## src/rtl/fsk_cfg_pkg.sv

```systemverilog
package fsk_cfg_pkg;
    localparam int ADDR_W     = 7;
    localparam int DATA_W     = 8;
    localparam int NUM_REGS   = 3;
    localparam int HDR_BITS   = 1 + ADDR_W;
    localparam int FRAME_BITS = HDR_BITS + DATA_W;
    localparam int CNT_W      = $clog2(FRAME_BITS + 2);
    localparam logic [8:0] MARK_RESET = 9'd453;

    typedef enum logic [2:0] {
        ST_IDLE, ST_HDR, ST_WDATA, ST_RDATA, ST_FULL, ST_SPILL
    } ser_state_t;

    // Reset value per register index; register 01h packs mark bit 8 at bit 0.
    function automatic logic [DATA_W-1:0] reg_default(input int idx);
        case (idx)
            0:       return MARK_RESET[7:0];
            1:       return {1'b0, 1'b0, 1'b1, 1'b0, 1'b1, 1'b1, 1'b1, MARK_RESET[8]};
            default: return '0;
        endcase
    endfunction
endpackage

```

## src/rtl/fsk_cfg_sync.sv

```systemverilog
module fsk_cfg_sync #(
    parameter int W = 3,
    parameter logic [W-1:0] RESET_VAL = '0
) (
    input  logic         clk,
    input  logic         rst_n,
    input  logic [W-1:0] d,
    output logic [W-1:0] q
);
    logic [W-1:0] meta;

    always_ff @(posedge clk or negedge rst_n) begin
        if (!rst_n) begin
            meta <= RESET_VAL;
            q    <= RESET_VAL;
        end else begin
            meta <= d;
            q    <= meta;
        end
    end
endmodule

```

## src/rtl/fsk_cfg_serial_fsm.sv

```systemverilog
module fsk_cfg_serial_fsm
    import fsk_cfg_pkg::*;
#(
    parameter int AW = ADDR_W,
    parameter int DW = DATA_W
) (
    input  logic          clk,
    input  logic          rst_n,
    input  logic          cs_n_s,
    input  logic          sclk_s,
    input  logic          sdi_s,
    input  logic [DW-1:0] rd_data,
    output logic [AW-1:0] rd_addr,
    output logic          wr_en,
    output logic [AW-1:0] wr_addr,
    output logic [DW-1:0] wr_data,
    output logic          sdo
);
    localparam int HB = 1 + AW;
    localparam int FB = HB + DW;
    localparam int CW = $clog2(FB + 2);
    localparam logic [CW-1:0] HDR_LAST = CW'(HB - 1);
    localparam logic [CW-1:0] FRM_LAST = CW'(FB - 1);
    localparam logic [CW-1:0] FRM_FULL = CW'(FB);
    localparam logic [CW-1:0] RD_FIRST = CW'(HB);

    ser_state_t    state, state_nx;
    logic          sclk_q;
    logic          cs_act, rise, fall, counting;
    logic [FB-1:0] shreg;
    logic [CW-1:0] bit_cnt;
    logic          rd_flag;
    logic [DW-1:0] rd_shift;
    logic          sdo_q;

    assign cs_act   = !cs_n_s;
    assign rise     = cs_act && sclk_s && !sclk_q;
    assign fall     = cs_act && !sclk_s && sclk_q;
    assign counting = (state == ST_HDR) || (state == ST_WDATA) ||
                      (state == ST_RDATA) || (state == ST_FULL);
    assign rd_addr  = shreg[AW-1:0];
    assign sdo      = sdo_q;

    always_comb begin
        state_nx = state;
        unique case (state)
            ST_IDLE:  if (cs_act) state_nx = ST_HDR;
            ST_HDR: begin
                if (!cs_act) state_nx = ST_IDLE;
                else if (rise && bit_cnt == HDR_LAST)
                    state_nx = shreg[HB-2] ? ST_RDATA : ST_WDATA;
            end
            ST_WDATA, ST_RDATA: begin
                if (!cs_act) state_nx = ST_IDLE;
                else if (rise && bit_cnt == FRM_LAST) state_nx = ST_FULL;
            end
            ST_FULL: begin
                if (!cs_act) state_nx = ST_IDLE;
                else if (rise) state_nx = ST_SPILL;
            end
            ST_SPILL: if (!cs_act) state_nx = ST_IDLE;
            default:  state_nx = ST_IDLE;
        endcase
    end

    always_ff @(posedge clk or negedge rst_n) begin
        if (!rst_n) state <= ST_IDLE;
        else        state <= state_nx;
    end

    always_ff @(posedge clk or negedge rst_n) begin
        if (!rst_n) begin
            sclk_q   <= 1'b0;
            shreg    <= '0;
            bit_cnt  <= '0;
            rd_flag  <= 1'b0;
            rd_shift <= '0;
            sdo_q    <= 1'b0;
            wr_en    <= 1'b0;
            wr_addr  <= '0;
            wr_data  <= '0;
        end else begin
            sclk_q <= sclk_s;
            wr_en  <= 1'b0;
            if (state_nx == ST_IDLE) begin
                bit_cnt <= '0;
                sdo_q   <= 1'b0;
            end else if (rise && counting) begin
                shreg   <= {shreg[FB-2:0], sdi_s};
                bit_cnt <= bit_cnt + 1'b1;
            end
            if (state == ST_HDR && state_nx == ST_RDATA) rd_flag <= 1'b1;
            if (state == ST_HDR && state_nx == ST_WDATA) rd_flag <= 1'b0;
            if (state == ST_RDATA && fall) begin
                if (bit_cnt == RD_FIRST) {sdo_q, rd_shift} <= {rd_data, 1'b0};
                else                     {sdo_q, rd_shift} <= {rd_shift, 1'b0};
            end
            if (state == ST_FULL && !cs_act && !rd_flag) begin
                wr_en   <= 1'b1;
                wr_addr <= shreg[FB-2 -: AW];
                wr_data <= shreg[DW-1:0];
            end
        end
    end

    // a commit pulse only follows a frame of exactly FB bits
    a_r3_commit_full: assert property (@(posedge clk) disable iff (!rst_n)
        wr_en |-> (bit_cnt == '0 && $past(bit_cnt) == FRM_FULL));
    // the bit counter never runs past one overrun edge
    a_r2_cnt_bound: assert property (@(posedge clk) disable iff (!rst_n)
        bit_cnt <= CW'(FB + 1));
    // serial output quiet while idle
    a_r5_sdo_quiet: assert property (@(posedge clk) disable iff (!rst_n)
        (state == ST_IDLE && $past(state) == ST_IDLE) |-> !sdo_q);
endmodule

```

## src/rtl/fsk_cfg_regfile.sv

```systemverilog
module fsk_cfg_regfile
    import fsk_cfg_pkg::*;
#(
    parameter int AW = ADDR_W,
    parameter int DW = DATA_W,
    parameter int NR = NUM_REGS
) (
    input  logic             clk,
    input  logic             rst_n,
    input  logic             wr_en,
    input  logic [AW-1:0]    wr_addr,
    input  logic [DW-1:0]    wr_data,
    input  logic [AW-1:0]    rd_addr,
    output logic [DW-1:0]    rd_data,
    output logic [NR*DW-1:0] regs_flat
);
    logic [DW-1:0] regs [NR];

    for (genvar i = 0; i < NR; i++) begin : g_reg
        always_ff @(posedge clk or negedge rst_n) begin
            if (!rst_n)                                  regs[i] <= reg_default(i);
            else if (wr_en && wr_addr == AW'(i))         regs[i] <= wr_data;
        end
        assign regs_flat[i*DW +: DW] = regs[i];
    end

    always_comb begin
        rd_data = '0;
        for (int i = 0; i < NR; i++)
            if (rd_addr == AW'(i)) rd_data = regs[i];
    end

    // no commit, no change
    a_r3_hold_no_commit: assert property (@(posedge clk) disable iff (!rst_n)
        !wr_en |=> $stable(regs_flat));
    // unmapped addresses never alter storage
    a_r7_high_addr_ignored: assert property (@(posedge clk) disable iff (!rst_n)
        (wr_en && wr_addr >= AW'(NR)) |=> $stable(regs_flat));
endmodule

```

## src/rtl/fsk_cfg_regbank.sv

```systemverilog
module fsk_cfg_regbank
    import fsk_cfg_pkg::*;
#(
    parameter int AW = ADDR_W,
    parameter int DW = DATA_W,
    parameter int NR = NUM_REGS
) (
    input  logic       clk,
    input  logic       rst_n,
    input  logic       cs_n,
    input  logic       sclk,
    input  logic       sdi,
    output logic       sdo,
    output logic [8:0] mark_code,
    output logic [1:0] baud_sel,
    output logic [1:0] rx_bw,
    output logic       zc_sync_off,
    output logic       tx_timeout_off,
    output logic       power_down,
    output logic [1:0] test_mode,
    output logic       rx_async,
    output logic       agc_hold,
    output logic       dig_mixer,
    output logic       test_in_off,
    output logic       tx_edge_sample,
    output logic       fast_cd
);
    logic [2:0]       pins_s;
    logic             wr_en;
    logic [AW-1:0]    wr_addr, rd_addr;
    logic [DW-1:0]    wr_data, rd_data;
    logic [NR*DW-1:0] regs_flat;
    logic [DW-1:0]    r_mark, r_glob, r_test;

    fsk_cfg_sync #(.W(3), .RESET_VAL(3'b100)) u_sync (
        .clk(clk), .rst_n(rst_n), .d({cs_n, sclk, sdi}), .q(pins_s));

    fsk_cfg_serial_fsm #(.AW(AW), .DW(DW)) u_fsm (
        .clk(clk), .rst_n(rst_n), .cs_n_s(pins_s[2]), .sclk_s(pins_s[1]),
        .sdi_s(pins_s[0]), .rd_data(rd_data), .rd_addr(rd_addr),
        .wr_en(wr_en), .wr_addr(wr_addr), .wr_data(wr_data), .sdo(sdo));

    fsk_cfg_regfile #(.AW(AW), .DW(DW), .NR(NR)) u_regs (
        .clk(clk), .rst_n(rst_n), .wr_en(wr_en), .wr_addr(wr_addr),
        .wr_data(wr_data), .rd_addr(rd_addr), .rd_data(rd_data),
        .regs_flat(regs_flat));

    assign r_mark = regs_flat[0*DW +: DW];
    assign r_glob = regs_flat[1*DW +: DW];
    assign r_test = regs_flat[2*DW +: DW];

    assign mark_code      = {r_glob[0], r_mark};
    assign baud_sel       = r_glob[2:1];
    assign rx_bw          = r_glob[4:3];
    assign zc_sync_off    = r_glob[5];
    assign tx_timeout_off = r_glob[6];
    assign power_down     = r_glob[7];
    assign test_mode      = r_test[1:0];
    assign rx_async       = r_test[2];
    assign agc_hold       = r_test[3];
    assign dig_mixer      = r_test[4];
    assign test_in_off    = r_test[5];
    assign tx_edge_sample = r_test[6];
    assign fast_cd        = r_test[7];

    // defaults visible on the first edge out of reset
    a_r1_reset_mark: assert property (@(posedge clk) disable iff (!rst_n)
        $rose(rst_n) |-> (mark_code == MARK_RESET && baud_sel == 2'b11 && !power_down));
    // mark bit 8 only moves with a write cycle
    a_r8_mark_msb_stable: assert property (@(posedge clk) disable iff (!rst_n)
        !wr_en |=> $stable(mark_code));
endmodule

```

## config.mk

```make
export PLATFORM = sky130hd
export DESIGN_NAME = fsk_cfg_regbank
export DESIGN_NICKNAME = d
export VERILOG_FILES = /design/src/rtl/fsk_cfg_pkg.sv /design/src/rtl/fsk_cfg_sync.sv /design/src/rtl/fsk_cfg_serial_fsm.sv /design/src/rtl/fsk_cfg_regfile.sv /design/src/rtl/fsk_cfg_regbank.sv
export SDC_FILE = /design/constraint.sdc
export NUM_CORES = 1
export LEC_CHECK = 0
export ABC_AREA = 1
export BUFFER_PORTS_ARGS = -buffer_cell sky130_fd_sc_hd__buf_2
export CORE_ASPECT_RATIO = 1.4
export CORE_MARGIN = 3
export CORE_UTILIZATION = 32
export CTS_CLUSTER_DIAMETER = 100
export DETAILED_ROUTE_END_ITERATION = 7
export GPL_TIMING_DRIVEN = 0
export SYNTH_ARGS = -nofsm -noshare
export SYNTH_HDL_FRONTEND = slang
export SYNTH_HIERARCHICAL = 1
export SYNTH_SLANG_ARGS = --single-unit
export TNS_END_PERCENT = 100
```

## constraint.sdc

```tcl
create_clock -name clk -period 2 [get_ports clk]
set_input_delay 0 -clock clk [delete_from_list [all_inputs] [get_ports clk]]
set_output_delay 0 -clock clk [all_outputs]
set_load 0.05 [all_outputs]
```

-- Yosys cells after proc, flatten, opt, wreduce, memory -nomap -nowiden
Index checks and enable logic that the tools add are counted.
Widths: inputs -> output; s select.
- register bits after elaboration: 80
- word-level logic and storage cells: 84
- bitwise gates (word level): 1
- eq/ne operators: 14
- add/subtract/negate cells: 1
- multiplexer cells: 22
- reduce and logical (&&, ||, !) cells: 31
- operators with widths (operator ; count):
    $mux 8 ; 4
    $mux 3 ; 8
    $logic_and 1x1->1 ; 15
    $pmux 3 s5 ; 1
    $eq 7x1->1 const B ; 2
    $eq 7x2->1 const B ; 2
    $logic_not 7->1 ; 2
    $eq 3x2->1 const B ; 4
    $eq 5x4->1 const B ; 2
    $mux 5 ; 2
    $mux 1 ; 7
    $eq 3x3->1 const B ; 2
    $logic_not 3->1 ; 2
    $reduce_bool 2->1 ; 3
    $add 5x1->5 const B ; 1
    $eq 5x3->1 const B ; 1
    $logic_not 1->1 ; 4
    $eq 3x1->1 const B ; 1
    $logic_or 1x1->1 ; 3
    $reduce_and 2->1 ; 1
    $reduce_or 2->1 ; 1
    $not 1->1 ; 1

-- Longest topological paths before layout
- depth in word-level cells: 11
- depth in mapped cells: 10
- gate-level depth less buffers: 9

-- By module
The synthesis kept the hierarchy.
- modules (own cells, without submodules) (module ; cells an instance ; instances ; area each (sq um)):
    fsk_cfg_serial_fsm ; 246 ; 1 ; 2218.4
    fsk_cfg_regfile ; 166 ; 1 ; 1298.7
    fsk_cfg_sync ; 6 ; 1 ; 152.6

-- Least setup slack after synthesis
Ideal clock, no wire load.
- path type: register to register
- from: register u_fsm.bit_cnt[0]
- to: register u_fsm.rd_flag
- clock period less this slack: 1.399 ns
- library setup time: 0.127 ns
- buffers on the path: 0
- data arrival time: 1.272 ns
- cell stages (with the launch flop): 10
- setup slack: 0.601 ns
- data required time: 1.873 ns
- cells stage by stage: dfrtp_1 > ha_1 > nand2_1 > nor2_1 > ha_1 > nand4_1 > nand3_1 > nand2_1 > o21bai_1 > a21oi_1
- cells in the longest elaborated chain, start to end: 8
- elaborated cells on any way between the ends: 15
- those cells by class: eq/ne (4); mux (6); reduce/logical (5)
- RTL lines (what ; RTL line ; source):
    start: declaration ; fsk_cfg_serial_fsm.sv:31 ; logic [CW-1:0] bit_cnt;
    start signal: assignment ; fsk_cfg_serial_fsm.sv:90 ; bit_cnt <= bit_cnt + 1'b1;
    $eq 5x4->1 or $eq 5x3->1 (tied branches) ; fsk_cfg_serial_fsm.sv:55, fsk_cfg_serial_fsm.sv:50 ;
    $logic_and 1x1->1, on equally long branches ; fsk_cfg_serial_fsm.sv:55, fsk_cfg_serial_fsm.sv:50 ;
    $mux 3, on equally long branches ; fsk_cfg_serial_fsm.sv:55, fsk_cfg_serial_fsm.sv:50 ;
    $mux 3, on equally long branches ; fsk_cfg_serial_fsm.sv:54, fsk_cfg_serial_fsm.sv:49 ;
    $pmux 3 s5 * ; fsk_cfg_serial_fsm.sv:46 ; unique case (state)
    $eq 3x2->1, on equally long branches ; fsk_cfg_serial_fsm.sv:93, fsk_cfg_serial_fsm.sv:92 ;
    $logic_and 1x1->1, on equally long branches ; fsk_cfg_serial_fsm.sv:93, fsk_cfg_serial_fsm.sv:92 ;
    $mux 1 or $reduce_bool 2->1 (tied branches) ; - ;
    end signal: assignment ; fsk_cfg_serial_fsm.sv:76 ; rd_flag <= 1'b0;
    end signal: assignment ; fsk_cfg_serial_fsm.sv:92 ; if (state == ST_HDR && state_nx == ST_RDATA) rd_flag <= 1'b1;
    end signal: assignment ; fsk_cfg_serial_fsm.sv:93 ; if (state == ST_HDR && state_nx == ST_WDATA) rd_flag <= 1'b0;
    end: declaration ; fsk_cfg_serial_fsm.sv:32 ; logic rd_flag;
Every way passes the cells marked *; elsewhere a longest branch is shown, timed or not.
A chain may end at the register's enable or synchronous reset.

-- Worst setup path in the final report
- from: register u_fsm.state[1]
- to: register u_fsm.wr_addr[2]
- cells in the longest elaborated chain, start to end: 3
- RTL lines (what ; RTL line ; source):
    start: declaration ; fsk_cfg_serial_fsm.sv:27 ; ser_state_t state, state_nx;
    start signal: assignment ; fsk_cfg_serial_fsm.sv:68 ; else state <= state_nx;
    $eq 3x3->1 ; fsk_cfg_serial_fsm.sv:98 ; if (state == ST_FULL && !cs_act && !rd_flag) begin
    $logic_and 1x1->1 (2 in series) ; fsk_cfg_serial_fsm.sv:98 ;
    end signal: assignment ; fsk_cfg_serial_fsm.sv:100 ; wr_addr <= shreg[FB-2 -: AW];
    end: declaration ; fsk_cfg_serial_fsm.sv:15 ; output logic [AW-1:0] wr_addr,
No other way between the ends.

==> reports/qor.txt <==
Synthesized netlist net count -> 426
WL final -> 8320 um
Total track usage -> 0.139
Setup Viol. Count Final -> 0
Yosys warns -> 6
ANT cells -> 0
Die H -> 133 um
Power Internal -> 2.84 mW
Proportion of layout cells with a drive suffix above 1 -> 0.224
Post-CTS setup buffer count -> 0
Antenna-violating nets left -> 0
CP Launch Type -> flop
RSZ-0062 raised after global routing -> false
Max-cap violations -> 0
Initial Utilization -> 0.333
Max VDD drop -> 418 uV
Max_slew headroom -> 0.659
Worst Path Required -> 2.22 ns
Worst-path maximum fanout -> 10
WHS -> 0.0448 ns
Clock skew -> 0.00681 ns
Commonest non-fill, non-tap cells in the layout -> nand2_1, dfrtp_1, nand3_1
Worst-path clk slew -> 0.06 ns
# port buffers -> 29
Share of the synthesized area in the top cell type -> 0.464
Largest net degree at the start of global routing -> 69
Cell Rows -> 45
Vias per inst -> 4.71
Pre-CTS setup slack -> 0.322 ns
Pre-antenna DRT Iters -> 4
Fmax -> 0.594 GHz
Setup tns final -> 0 ns
Routability cong. -> 0.787
PD cells -> 852 nW/um^2
Placeable Area -> 11,000 um^2
Die ar. -> 12,800 um^2
Initial antenna violation count -> 0
Syn_area_per_cell -> 8.78 um^2
CTS resizes -> 0
Top post-synthesis cells by area -> dfrtp_1, nand2_1, nand3_1, dfstp_2, inv_1
Post-synthesis cell type count -> 32
Met2 wire len -> 4330 um
Commonest non-fill, non-tap cell in the layout -> nand2_1
Comb pwr share -> 0.085
H-tree level count -> 3
Slew @ Worst Pin -> 0.510 ns
Root Buffer -> clkbuf_16
WL/cell -> 13.7 um
Vias in the first global route -> 2,902
Clk network pwr share -> 0.468
Reg2reg setup slack -> 0.32 ns
Reg power frac -> 0.447
Outcome -> completed
Post-synthesis cell area -> 3670 um^2
CTS max path bufs -> 2
Area delta synth->final -> 19.4%
Leak -> 2.11 nW
Detailed Place HPWL -> 6260 um
Final #Nets -> 471
First-pass GRT wire length -> 13,800 um
FF+latch count, synth -> 79
Initial DRC Count -> 156
Highest Signal Layer -> met4
Worst endpoint data arrival time -> 1.90 ns
CTS tree -> built
Max-slew violations -> 0
Biggest area consumer among synthesized cells -> dfrtp_1
Post-route setup slack -> 0.316 ns
Vias -> 2,871
Sw frac -> 0.239
Fin crit period -> 1.68 ns
Wl on met1 -> 3440 um
Gr ovfl total -> 0
TritonCTS Buffers -> 9
Type of the worst setup path -> flop to flop
Top Ports -> 30
Sequential share of the synthesized area -> 0.542
Hold crit path type -> input port to async pin
Fin crit share -> 0.842
Final hold violation count -> 0
Worst-Skew Late Latency -> 0.34 ns
Hold buffers post-CTS -> 4
Crit end category -> flop
Cells after synthesis -> 418
# DRC -> 0
Switching Power -> 894 uW
Wire length on met3 -> 283 um
Clk sinks -> 79
Die W -> 96.5 um
## power groups by stage
stage	Clock [mW]	Combinational [mW]	Sequential [mW]
floorplan	0	0.220	1.69
global placement	0	0.297	1.70
detailed placement	0	0.313	1.70
CTS	1.79	0.320	1.67
global route	1.86	0.359	1.67
finish	1.75	0.318	1.67
## through the flow
| step | cells | cell area, um^2 | power [mW] | util |
|---|---|---|---|---|
| 2_1_floorplan | 418 | 3670 | 1.91 | - |
| 3_3_place_gp | 588 | 3990 | 1.99 | 0.362 |
| 3_5_place_dp | 589 | 4020 | 2.01 | 0.364 |
| 4_1_cts | 609 | 4380 | 3.78 | 0.397 |
| 5_1_grt | 609 | 4380 | 3.89 | 0.397 |
| 6_report | 609 | 4380 | 3.74 | 0.397 |
## path summary, 6_finish.rpt
kind | startpoint | cells after the start | to
max in group asynchronous | rst_n | 3 | u_regs/regs_flat[10]
worst max register to register | u_fsm/state[1] | 10 | u_fsm/wr_addr[2]
min in group clk | sclk | 2 | u_sync/meta[1]
worst min-delay path | rst_n | 2 | u_fsm/rd_shift[4]
worst min register to register | u_sync/meta[1] | 0 | u_sync/q[1]
worst max-delay path | u_fsm/state[1] | 10 | u_fsm/wr_addr[2]
## state kept, by name (all words and copies together) (netlist names)
signal and flops:
u_fsm/rd_shift 7, u_fsm/shreg 15, u_fsm/state 3, u_fsm/wr_en 1
u_fsm/rd_flag 1, u_fsm/wr_addr 7, u_fsm/sdo 1, u_sync/meta 3
u_fsm/wr_data 8, u_regs/regs_flat 24, u_fsm/bit_cnt 5, u_fsm/sclk_q 1
u_sync/q 3
## cells in the mapped netlist
| master | count |
|---|---|
| inv_2 | 8 |
| dfrtp_1 | 68 |
| o21ai_1 | 6 |
| inv_1 | 39 |
| nand2_1 | 113 |
| clkinv_1 | 1 |
| o21ai_2 | 5 |
| a21oi_1 | 6 |
| o21ai_0 | 23 |
| nor3_1 | 1 |
| buf_4 | 9 |
| buf_6 | 4 |
| nor3_4 | 2 |
| ha_1 | 3 |
| a31oi_2 | 2 |
| nand3_1 | 66 |
| nand4_1 | 2 |
| nand2_2 | 2 |
| xor2_1 | 2 |
| dfstp_2 | 11 |
| nand3_2 | 1 |
| nor2_4 | 2 |
| nand3_4 | 1 |
| o21bai_1 | 1 |
| a31oi_1 | 4 |
| nor2_1 | 21 |
| nor2_2 | 6 |
| nor4_4 | 1 |
| nand2_4 | 1 |
| buf_2 | 4 |
| o22ai_1 | 2 |
| and2_1 | 1 |
## worst max-delay path, stage by stage, from the launching register on
cell	delay (ns)
dfrtp_1	0.45
inv_2	0.11
nand2_1	0.09
nor2_2	0.13
inv_2	0.07
nor3_4	0.23
inv_2	0.07
buf_6	0.14
buf_6	0.14
nand2_1	0.06
o21ai_1	0.07
## final cells by class
class                           count  area [um^2]
Fill cell                        1129         6650
Sequential cell                    79         1990
Multi-Input combinational cell    274         1370
Clock buffer                        9          225
Timing Repair Buffer               34          215
Inverter                           48          180
Tap cell                          141          176
Buffer                             17          133
Clock inverter                      7         96.3
## routing by layer
layer	vias up	track usage
met5	-	0
met1	1355	0.162
met2	59	0.238
met3	16	0.0256
li1	1441	-
met4	0	0.0733
## cell families after synthesis
| kind of cell | Yosys count | synth area share |
|---|---|---|
| DFF | 79 | 0.542 |
| buffers and inverters | 65 | 0.0852 |
| and+or+nand+nor | 220 | 0.279 |
| AOI/OAI and AO/OA | 49 | 0.0788 |
| adders and majority gates | 3 | 0.0102 |
| xor gates and xnor gates | 2 | 0.00477 |
Power figures use the tool's default switching activity.
